### config.mk
export PLATFORM = sky130hd
export DESIGN_NAME = bcd_alarm_cmp
export DESIGN_NICKNAME = d
export VERILOG_FILES = /design/src/rtl/alm_pkg.sv /design/src/rtl/alm_field_eq.sv /design/src/rtl/alm_match.sv /design/src/rtl/alm_wr_gate.sv /design/src/rtl/alm_event.sv /design/src/rtl/bcd_alarm_cmp.sv
export SDC_FILE = /design/constraint.sdc
export NUM_CORES = 1
export LEC_CHECK = 0
export BUFFER_PORTS_ARGS = -buffer_cell sky130_fd_sc_hd__buf_2
export CORE_UTILIZATION = 49
export DETAILED_ROUTE_END_ITERATION = 8
export PLACE_DENSITY = 0.85
export SETUP_SLACK_MARGIN = 0.02
export SKIP_CTS_REPAIR_TIMING = 1
export SLEW_MARGIN = 10
export SYNTH_ARGS = -nofsm -noshare
export SYNTH_HDL_FRONTEND = slang
export SYNTH_HIERARCHICAL = 1
export SYNTH_SLANG_ARGS = --single-unit
### constraint.sdc
create_clock -name clk -period 5.3 [get_ports clk]
set_clock_uncertainty 0.05 [all_clocks]
set_input_delay 1.59 -clock clk [delete_from_list [all_inputs] [get_ports clk]]
set_output_delay 1.59 -clock clk [all_outputs]
set_load 0.1 [all_outputs]
### src/rtl/alm_pkg.sv
package alm_pkg;
  localparam int FLD_STRIDE = 8;
  localparam int TFLD_W     = 7;
  localparam int NUM_TFLD   = 3;
  localparam int DAY_LSB    = 24;
  localparam int MDAY_W     = 6;
  localparam int WDAY_W     = 4;
  localparam int CAL_WDAY_W = 3;
  localparam int DSEL_BIT   = 30;
  localparam int DMSK_BIT   = 31;
  localparam int WORD_W     = 32;

  typedef struct packed {
    logic [6:0] sec;
    logic [6:0] min;
    logic       pm;
    logic [5:0] hour;
    logic [5:0] mday;
    logic [CAL_WDAY_W-1:0] wday;
  } cal_t;
endpackage

### src/rtl/alm_field_eq.sv
module alm_field_eq #(
  parameter int W = 7
) (
  input  logic [W-1:0] want,
  input  logic [W-1:0] have,
  input  logic         ignore,
  output logic         hit
);
  always_comb hit = ignore | (want == have);
endmodule

### src/rtl/alm_match.sv
module alm_match
  import alm_pkg::*;
(
  input  logic [WORD_W-1:0] word,
  input  cal_t              now,
  output logic              hit
);
  logic [NUM_TFLD-1:0][TFLD_W-1:0] cur_f;
  logic [NUM_TFLD-1:0]             t_hit;
  logic mday_eq, wday_eq, day_hit;

  always_comb begin
    cur_f[0] = now.sec;
    cur_f[1] = now.min;
    cur_f[2] = {now.pm, now.hour};
  end

  for (genvar i = 0; i < NUM_TFLD; i++) begin : g_tfld
    alm_field_eq #(.W(TFLD_W)) u_eq (
      .want  (word[i*FLD_STRIDE +: TFLD_W]),
      .have  (cur_f[i]),
      .ignore(word[i*FLD_STRIDE + TFLD_W]),
      .hit   (t_hit[i])
    );
  end

  alm_field_eq #(.W(MDAY_W)) u_mday (
    .want  (word[DAY_LSB +: MDAY_W]),
    .have  (now.mday),
    .ignore(1'b0),
    .hit   (mday_eq)
  );

  alm_field_eq #(.W(WDAY_W)) u_wday (
    .want  (word[DAY_LSB +: WDAY_W]),
    .have  ({1'b0, now.wday}),
    .ignore(1'b0),
    .hit   (wday_eq)
  );

  always_comb begin
    if (word[DMSK_BIT])      day_hit = 1'b1;
    else if (word[DSEL_BIT]) day_hit = wday_eq & (word[DAY_LSB +: WDAY_W] != '0);
    else                     day_hit = mday_eq;
    hit = (&t_hit) & day_hit;
  end
endmodule

### src/rtl/alm_wr_gate.sv
module alm_wr_gate #(
  parameter int WR_DELAY = 2,
  parameter int WORD_W   = 32,
  localparam int CW      = $clog2(WR_DELAY + 1)
) (
  input  logic              clk,
  input  logic              rst,
  input  logic              alarm_en,
  input  logic              wr_req,
  input  logic [WORD_W-1:0] wr_data,
  output logic              wr_ok,
  output logic [WORD_W-1:0] word
);
  logic [CW-1:0] cnt;

  always_ff @(posedge clk) begin
    if (rst) begin
      cnt   <= '0;
      wr_ok <= 1'b0;
      word  <= '0;
    end else begin
      if (alarm_en) begin
        cnt   <= '0;
        wr_ok <= 1'b0;
      end else begin
        if (cnt != CW'(WR_DELAY)) cnt <= cnt + 1'b1;
        wr_ok <= (cnt >= CW'(WR_DELAY - 1));
      end
      if (wr_req && wr_ok) word <= wr_data;
    end
  end

  assert_wr_ignored_R3: assert property (@(posedge clk) disable iff (rst)
    (wr_req && !wr_ok) |=> $stable(word));
  assert_permit_drop_R2: assert property (@(posedge clk) disable iff (rst)
    alarm_en |=> !wr_ok);
  assert_permit_needs_idle_R2: assert property (@(posedge clk) disable iff (rst)
    $rose(wr_ok) |-> $past(!alarm_en));
endmodule

### src/rtl/alm_event.sv
module alm_event (
  input  logic clk,
  input  logic rst,
  input  logic tick,
  input  logic alarm_en,
  input  logic irq_en,
  input  logic hit,
  input  logic flag_clr,
  output logic flag,
  output logic irq
);
  logic flag_n;

  always_comb begin
    if (flag_clr) flag_n = 1'b0;
    else          flag_n = flag | (tick & alarm_en & hit);
  end

  always_ff @(posedge clk) begin
    if (rst) begin
      flag <= 1'b0;
      irq  <= 1'b0;
    end else begin
      flag <= flag_n;
      irq  <= flag_n & irq_en;
    end
  end

  assert_flag_sticky_R8: assert property (@(posedge clk) disable iff (rst)
    (flag && !flag_clr) |=> flag);
  assert_flag_clear_R8: assert property (@(posedge clk) disable iff (rst)
    flag_clr |=> !flag);
  assert_set_on_tick_R4: assert property (@(posedge clk) disable iff (rst)
    $rose(flag) |-> $past(tick && alarm_en));
  assert_irq_follows_flag_R9: assert property (@(posedge clk) disable iff (rst)
    irq |-> flag);
endmodule

### src/rtl/bcd_alarm_cmp.sv
module bcd_alarm_cmp
  import alm_pkg::*;
#(
  parameter int WR_DELAY = 2
) (
  input  logic        clk,
  input  logic        rst,
  input  logic        cal_tick,
  input  logic [6:0]  cal_sec,
  input  logic [6:0]  cal_min,
  input  logic [5:0]  cal_hour,
  input  logic        cal_pm,
  input  logic [5:0]  cal_mday,
  input  logic [2:0]  cal_wday,
  input  logic        alarm_en,
  input  logic        alarm_irq_en,
  input  logic        alm_wr,
  input  logic [31:0] alm_wdata,
  input  logic        alarm_flag_clr,
  output logic [31:0] alm_word,
  output logic        alm_wr_ok,
  output logic        alarm_flag,
  output logic        alarm_irq
);
  cal_t now;
  logic hit;

  always_comb begin
    now.sec  = cal_sec;
    now.min  = cal_min;
    now.pm   = cal_pm;
    now.hour = cal_hour;
    now.mday = cal_mday;
    now.wday = cal_wday;
  end

  alm_wr_gate #(.WR_DELAY(WR_DELAY), .WORD_W(WORD_W)) u_gate (
    .clk     (clk),
    .rst     (rst),
    .alarm_en(alarm_en),
    .wr_req  (alm_wr),
    .wr_data (alm_wdata),
    .wr_ok   (alm_wr_ok),
    .word    (alm_word)
  );

  alm_match u_match (
    .word(alm_word),
    .now (now),
    .hit (hit)
  );

  alm_event u_evt (
    .clk     (clk),
    .rst     (rst),
    .tick    (cal_tick),
    .alarm_en(alarm_en),
    .irq_en  (alarm_irq_en),
    .hit     (hit),
    .flag_clr(alarm_flag_clr),
    .flag    (alarm_flag),
    .irq     (alarm_irq)
  );

  assert_wday_zero_R7: assert property (@(posedge clk) disable iff (rst)
    (alm_word[DSEL_BIT] && !alm_word[DMSK_BIT] && alm_word[27:24] == 4'd0)
    |-> !hit);
  assert_no_set_masked_off_R4: assert property (@(posedge clk) disable iff (rst)
    (!alarm_en && !alarm_flag) |=> !alarm_flag);
endmodule

==> results.toml, run 1 <==
[finish]
fin_nets = 376
areaGrowthSynthToFinish_pct = 27.9
antenna_cells = 0
drive_gt1_share_pct = 47.7
fin_cells = 356
n_fill_cell = 341
design_area_um2 = 2690

[logic_synthesis]
synth_seq_area_share_pct = 35.3
synth_common_cells = "37 x dfxtp_1, 34 x nand3_1, 28 x a21bo_1, 28 x a21oi_2, 17 x xor2_1"
synth_top_family_by_area = "compound AO/OA/AOI/OAI gates"
ys_async_sr_fraction_pct = 0
synth_mux_area_share_pct = 0.476
synth_compound_area_share_pct = 31.0
netlist_area_um2 = 2100
synth.area.top_cells = "dfxtp_1 35%, a21bo_1 13%, a21oi_2 12%, nand3_1 8.1%, xor2_1 7.1%"
synth_simple_gate_area_share_pct = 11.3
netlist_instances = 210
synth-adder-area-share_pct = 1.19
yosys_warnings = 6
ys_seq_elements = 37
synthXorXnorAreaFrac_pct = 13.3
netlist-cell-type-count = 22
synth_edf_count = 0
yosysTopAreaCell = "dfxtp_1"
syn_area_per_cell_um2 = 10.0
synth_top_area_share_pct = 35.3
synth_ff_type = "dfxtp_1"
post-synth-top-count-cell = "dfxtp_1"

[clocking]
cts-root-buf = "clkbuf_8"
cts_htree_levels = 2
clk_pin_slew_ps = 80
clkSinkCount = 37
clockBufferDepth = 2
cts_tree = "yes"
numCtsBuffers = 5
clock_latency_ps = 290

[critical_path]
critPathKind = "input pin to flip-flop"
cp_max_fo = 2
worstPathRequired_ps = 5450
crit_path_start_kind = "input pin"
endpoint_kind = "flip-flop"
arrival_ps = 3050

[sta]
rsz0062_at_grt = "no"
maxSlewViolCount = 0
fin_crit_sh_pct = 54.6
finalSetupViolCount = 0
worst_pin_slew_ps = 1080
worst_slack_ps = 2400
slew_headroom_pct = 27.8
worst_hold_slack_ps = 529
period_minus_slack_ps = 2900
max_freq_ghz = 0.345
fin_tns_setup_ps = 0
finalHoldViolCount = 0

[place]
place_ws_ps = 2120
dpl.cell_count = 348
io_buffers = 103
dp_hpwl_um = 3430
place_congestion = 0.656
postPlaceCellArea_um2 = 2550

[grt]
grt_pass1_vias = 1695
gr-usage-met1_pct = 28.7
use_met3_pct = 5.57
grt_overflow = 0
grt_max_degree = 65
grt_usage_pct = 22.8
met2_usage_pct = 38.1
grt_pass1_wl_um = 7760
gr-max-usage-layer = "met2"
antenna_found_initial = 0

[power]
p_switching_uw = 172
swShare_pct = 25.3
vdd_ir_drop_max_mv = 0.119
pwr-share-comb_pct = 15.8
p_int_uw = 508
p_leak_uw = 0.00121
p_seq_share_pct = 42.2
power_density_nw_per_um2 = 253
clkPwrFrac_pct = 42.0

[min_path]
hold_class = "flip-flop to flip-flop"

[detailed_routing]
via_per_inst = 5.17
dr_total_vias = 1840
drt_first_pass_iters = 4
wl_um = 4840
drc = 0
wire_per_inst_um = 13.6
ant_nets = 0
initialDrtViolationCount = 97

[flow_run]
drv_cap = 0

[outcome]
outcome = "finished clean"

[floorplanning]
dieWidth_um = 67.5
io-pin-count = 104
fp.dieH_um = 67.5
die_area_um2 = 4550
rows = 23
coreArea_um2 = 4060
initial_utilization_pct = 51.8
## cells by family after synthesis
kind of cell / after synthesis
other: 1
DFF: 37
xor gates and xnor gates: 32
adders and majority gates: 2
muxes: 1
and+or+nand+nor: 44
buffers and inverters: 21
AOI/OAI and AO/OA: 72
## per-layer routing
metal,vias to the layer above,wire length [um]
met5,-,0
met4,0,48
met3,6,268
met2,66,2330
met1,833,2190
li1,935,-
## sequential cells by signal, summed over array words and instances (netlist names)
name,flops
u_gate/wr_ok,1
u_evt/irq,1
u_evt/flag,1
u_gate/cnt,2
u_gate/word,32
## power by group through the flow
stage | logic (uW) | clock network, uW | registers (uW)
4_1_cts | 108 | 293 | 287
6_report | 107 | 286 | 287
2_1_floorplan | 48.0 | 0 | 321
3_5_place_dp | 107 | 0 | 293
3_3_place_gp | 105 | 0 | 293
5_1_grt | 116 | 307 | 288
## layout by cell type, fill, tap and decap left out, drive strengths merged, types with 4 or more instances in the layout
| cell | n |
|---|---|
| a21bo | 32 |
| a21oi | 34 |
| a41o | 4 |
| buf | 104 |
| clkbuf | 5 |
| dfxtp | 37 |
| nand3 | 34 |
| nor3 | 4 |
| nor4 | 4 |
| xnor2 | 15 |
| xor2 | 17 |
## path summary, 6_finish.rpt
kind | slack [ps] | from | end | cells after the start
max reg2reg | 3480 | u_gate/word[1] | u_evt/irq | 7
min | 530 | u_evt/flag | u_evt/flag | 2
max | 2400 | cal_hour[1] | u_evt/irq | 8
min reg2reg | 530 | u_evt/flag | u_evt/flag | 2
## metrics by stage
stage          utilization [%]  total power (uW)
2_1_floorplan                -               369
3_3_place_gp              62.9               399
3_5_place_dp              62.9               401
4_1_cts                   66.2               688
5_1_grt                   66.2               711
6_report                  66.2               681
## worst max-delay path: stages
cell and delay, ps:
buf_2 100, xor2_1 150, nor4_1 360, a41o_1 220, nand3_1 70, a21oi_1 160
a31oi_1 150, nor4b_2 230
## cell type report
cell class              instances  area (um2)  area share [%]
clock buffers                   5        68.8            2.56
clock inverters                 3        65.1            2.42
inverters                       3        11.3           0.419
multi-input cells             154        1210            45.2
flip-flops and latches         37         742            27.6
well taps                      50        62.6            2.33
repair buffers                104         523            19.5
No activity file was read; power rests on OpenSTA's default activity.
==> run 2, diff against run 1 <==
--- a/config.mk
+++ b/config.mk
@@ -6,9 +6,9 @@
 export NUM_CORES = 1
 export LEC_CHECK = 0
 export BUFFER_PORTS_ARGS = -buffer_cell sky130_fd_sc_hd__buf_2
-export CORE_UTILIZATION = 49
+export CORE_UTILIZATION = 46
 export DETAILED_ROUTE_END_ITERATION = 8
-export PLACE_DENSITY = 0.85
+export PLACE_DENSITY = 0.8
 export SETUP_SLACK_MARGIN = 0.02
 export SKIP_CTS_REPAIR_TIMING = 1
 export SLEW_MARGIN = 10
==> constraint.sdc (replaced) <==
create_clock -name clk -period 2.8 [get_ports clk]
set_clock_uncertainty 0.05 [all_clocks]
set_input_delay 0.84 -clock clk [delete_from_list [all_inputs] [get_ports clk]]
set_output_delay 0.84 -clock clk [all_outputs]
set_load 0.1 [all_outputs]
==> results.toml, run 2 (synthesis results as in run 1) <==
[clocking]
clk_pin_slew_ps = 70
clock_latency_ps = 280
clockBufferDepth = 2
clkSinkCount = 37
cts_tree = "yes"
numCtsBuffers = 5
cts_htree_levels = 2
cts-root-buf = "clkbuf_8"

[grt]
grt_overflow = 0
gr-usage-met1_pct = 25.3
antenna_found_initial = 0
grt_pass1_vias = 1714
use_met3_pct = 4.51
grt_usage_pct = 19.8
met2_usage_pct = 33.0
gr-max-usage-layer = "met2"
grt_pass1_wl_um = 7700
grt_max_degree = 65

[place]
postPlaceCellArea_um2 = 2570
place_congestion = 0.714
io_buffers = 103
dp_hpwl_um = 3380
dpl.cell_count = 352

[finish]
drive_gt1_share_pct = 47.1
post-route-util_pct = 60.5
fin_nets = 378
fin_cells = 360
design_area_um2 = 2650
final_common_cell = "buf_2"
n_fill_cell = 389
antenna_cells = 0
regMostFlops = "u_gate/word"
largest_reg_flops = 32
areaGrowthSynthToFinish_pct = 26.2
mostFrequentLayoutCells = "103 x buf_2, 36 x dfxtp_1, 34 x nand3_1"
reg_top3 = "u_gate/word x32, u_gate/cnt x2"

[detailed_routing]
via_per_inst = 5.12
wire_per_inst_um = 13.3
wl_um = 4780
initialDrtViolationCount = 122
drt_first_pass_iters = 4
drc = 0
ant_nets = 0
dr_total_vias = 1844

[floorplanning]
fp.dieH_um = 69.6
die_area_um2 = 4840
io-pin-count = 104
coreArea_um2 = 4380
rows = 24
dieWidth_um = 69.6
initial_utilization_pct = 47.9

[critical_path]
crit_path_start_kind = "input pin"
r2r_end = "u_evt/irq"
reg2reg_from = "u_gate/word[17]"
endpoint_kind = "flip-flop"
cp_cell_sequence = "buf_2 > xor2_1 > nor4_1 > a41o_1 > nand3_1 > a21oi_1 > a31oi_1 > nor4b_2"
crit_family = "simple AND/OR/NAND/NOR gates"
worstPathRequired_ps = 2940
arrival_ps = 2320
crit_slowest_cell = "nor4_1"
cp_max_fo = 2
rrSetupSlack_ps = 970
ff2ff_path_depth = 7
cp_num_buf_inv = 1
slowest_delay_ps = 430
critPathKind = "input pin to flip-flop"

[min_path]
hold_path_end = "u_evt/flag"
holdPathStages = 2
hold_start = "u_evt/flag"
hold_class = "flip-flop to flip-flop"

[power]
power_density_nw_per_um2 = 413
p_leak_uw = 0.00119
finalPower_uw = 1090
vdd_ir_drop_max_mv = 0.290

[sta]
finalHoldViolCount = 0
period_minus_slack_ps = 2180
max_freq_ghz = 0.458
rsz0062_at_grt = "no"
slew_headroom_pct = 59.5
fin_crit_sh_pct = 78.0
maxSlewViolCount = 0
worst_pin_slew_ps = 608
fin_tns_setup_ps = 0
finalSetupViolCount = 0

[flow_run]
drv_cap = 0

[outcome]
outcome = "finished clean"
==> run 2: cell count changes in the layout (fill, tap and decap cells not counted) <==
cell	previous run	this run
buf_4	1	3
bufinv_16	2	0
clkbuf_1	0	3
clkinv_2	1	0
==> run 2: stage by stage <==
| step | worst slack, ps | hold slack (ps) |
|---|---|---|
| 2_1_floorplan | 532 | 459 |
| 3_3_place_gp | 458 | 475 |
| 3_5_place_dp | 391 | 490 |
| 4_1_cts | 670 | 505 |
| 5_1_grt | 420 | 534 |
| 6_report | 617 | 493 |
==> run 2: area by class of cell <==
class / count / area (um2) / share of cell area (%)
Clock buffer: 8 / 80.1 / 3.02
Sequential cell: 37 / 742 / 28.0
Multi-Input combinational cell: 154 / 1210 / 45.8
Tap cell: 52 / 65.1 / 2.45
Timing Repair Buffer: 106 / 538 / 20.3
Inverter: 3 / 11.3 / 0.425
==> run 2: worst max-delay path by stage <==
stage / cells after the start / startpoint / endpoint / slack [ps]
floorplan: 7 / u_gate/word[24] / u_evt/irq / 530
global placement: 8 / cal_hour[1] / u_evt/irq / 460
detailed placement: 8 / cal_hour[1] / u_evt/irq / 390
CTS: 8 / cal_hour[1] / u_evt/irq / 670
global route: 8 / cal_hour[1] / u_evt/irq / 420
finish: 8 / cal_hour[1] / u_evt/irq / 620
==> run 2: worst register-to-register path, cell delays in order, from the launching register on <==
cell     delay (ps)
dfxtp_1         330
xor2_1          140
nor4_1          430
a41o_1          240
nand3_1          70
a21oi_1         130
a31oi_1         130
nor4b_2         220
==> run 2: routing by layer <==
| metal | vias up | wire length (um) |
|---|---|---|
| li1 | 938 | - |
| met1 | 840 | 2200 |
| met2 | 60 | 2280 |
| met3 | 6 | 269 |
| met4 | 0 | 29 |
| met5 | - | 0 |
==> run 2: report_power, final <==
group          internal (uW)  switching, uW  total, uW
sequential               535           8.12        544
combinational           74.5            130        205
clock                    177            170        347
==> run 3, diff against run 2 <==
==> constraint.sdc (replaced) <==
create_clock -name clk -period 2.3 [get_ports clk]
set_clock_uncertainty 0.05 [all_clocks]
set_input_delay 0.69 -clock clk [delete_from_list [all_inputs] [get_ports clk]]
set_output_delay 0.69 -clock clk [all_outputs]
set_load 0.1 [all_outputs]
==> results.toml, run 3 (synthesis results as in run 1) <==
[critical_path]
cp_max_fo = 2
reg2reg_from = "u_gate/word[17]"
cp_num_buf_inv = 1
arrival_ps = 2170
crit_family = "simple AND/OR/NAND/NOR gates"
rrSetupSlack_ps = 460
cp_cell_sequence = "buf_2 > xor2_1 > nor4_1 > a41o_1 > nand3_1 > a21oi_1 > a31oi_1 > nor4b_2"
endpoint_kind = "flip-flop"
slowest_delay_ps = 410
r2r_end = "u_evt/irq"
worstPathRequired_ps = 2460
ff2ff_path_depth = 7
crit_slowest_cell = "nor4_1"
crit_path_start_kind = "input pin"
critPathKind = "input pin to flip-flop"

[grt]
gr-max-usage-layer = "met2"
met2_usage_pct = 33.7
grt_max_degree = 65
grt_pass1_wl_um = 7780
use_met3_pct = 5.81
grt_usage_pct = 20.3
grt_overflow = 0
gr-usage-met1_pct = 24.8
antenna_found_initial = 0
grt_pass1_vias = 1735

[power]
p_int_uw = 1100
p_leak_uw = 0.00123
p_switching_uw = 400
clkPwrFrac_pct = 38.8
p_seq_share_pct = 44.0
power_density_nw_per_um2 = 550
vdd_ir_drop_max_mv = 0.273
swShare_pct = 26.6
pwr-share-comb_pct = 17.2

[sta]
finalHoldViolCount = 0
maxSlewViolCount = 0
max_freq_ghz = 0.496
fin_tns_setup_ps = 0
fin_crit_sh_pct = 87.7
slew_headroom_pct = 59.3
worst_hold_slack_ps = 503
worst_pin_slew_ps = 611
period_minus_slack_ps = 2020
finalSetupViolCount = 0
rsz0062_at_grt = "no"

[finish]
drive_gt1_share_pct = 47.9
design_area_um2 = 2730
fin_nets = 379
post-route-util_pct = 62.3
regMostFlops = "u_gate/word"
fin_cells = 361
reg_top3 = "u_gate/word x32, u_gate/cnt x2"
final_common_cell = "buf_2"
mostFrequentLayoutCells = "103 x buf_2, 36 x dfxtp_1, 34 x nand3_1"
areaGrowthSynthToFinish_pct = 30.1
antenna_cells = 0
largest_reg_flops = 32

[place]
postPlaceCellArea_um2 = 2620
dpl.cell_count = 353
place_congestion = 0.726
io_buffers = 103
dp_hpwl_um = 3480

[clocking]
clockBufferDepth = 2
clock_latency_ps = 290
clkSinkCount = 37
cts_htree_levels = 2
clk_pin_slew_ps = 70
numCtsBuffers = 5
cts-root-buf = "clkbuf_8"
cts_tree = "yes"

[detailed_routing]
wl_um = 4760
dr_total_vias = 1865
drt_first_pass_iters = 4
drc = 0
via_per_inst = 5.17
initialDrtViolationCount = 107
ant_nets = 0
wire_per_inst_um = 13.2

[floorplanning]
fp.dieH_um = 69.6
io-pin-count = 104
coreArea_um2 = 4380
dieWidth_um = 69.6
die_area_um2 = 4840
rows = 24
initial_utilization_pct = 47.9

[outcome]
outcome = "finished clean"

[min_path]
hold_start = "u_gate/cnt[1]"
hold_path_end = "u_gate/cnt[1]"
hold_class = "flip-flop to flip-flop"
holdPathStages = 2

[flow_run]
drv_cap = 0
[run 3: worst max-delay path by stage]
stage               startpoint        end  depth (start not counted)
5_1_grt            cal_hour[1]  u_evt/irq                          8
3_5_place_dp       cal_hour[1]  u_evt/irq                          8
6_report           cal_hour[1]  u_evt/irq                          8
4_1_cts            cal_hour[1]  u_evt/irq                          8
2_1_floorplan  u_gate/word[24]  u_evt/irq                          7
3_3_place_gp       cal_hour[1]  u_evt/irq                          8
[run 3: layout make-up]
cell class | instances | area [um2]
Timing Repair Buffer | 107 | 583
Inverter | 3 | 11.3
Clock inverter | 1 | 30.0
Multi-Input combinational cell | 154 | 1210
Clock buffer | 7 | 86.3
Sequential cell | 37 | 742
Fill cell | 368 | 1650
Tap cell | 52 | 65.1
[run 3: power groups by stage]
stage	logic, uW	clock network (uW)	registers, uW
CTS	260	599	661
finish	258	584	661
detailed placement	259	0	676
floorplan	111	0	740
global placement	256	0	676
global route	277	631	662
[run 3: routing by layer]
layer	vias up	share of wire [%]
met2	68	48
li1	941	-
met1	849	44
met5	-	0
met3	7	6.2
met4	0	1.5
[run 3: worst register-to-register path, cell delays in order, from the launching register on]
cell	delay [ps]
dfxtp_1	330
xor2_1	140
nor4_1	410
a41o_1	230
nand3_1	70
a21oi_1	140
a31oi_1	140
nor4b_2	230
[run 3: per-stage QoR]
| stage | power, uW | worst slack, ps |
|---|---|---|
| 6_report | 1500 | 283 |
| 3_5_place_dp | 935 | 31.5 |
| 4_1_cts | 1520 | 330 |
| 2_1_floorplan | 851 | 31.7 |
| 3_3_place_gp | 932 | 103 |
| 5_1_grt | 1570 | 174 |
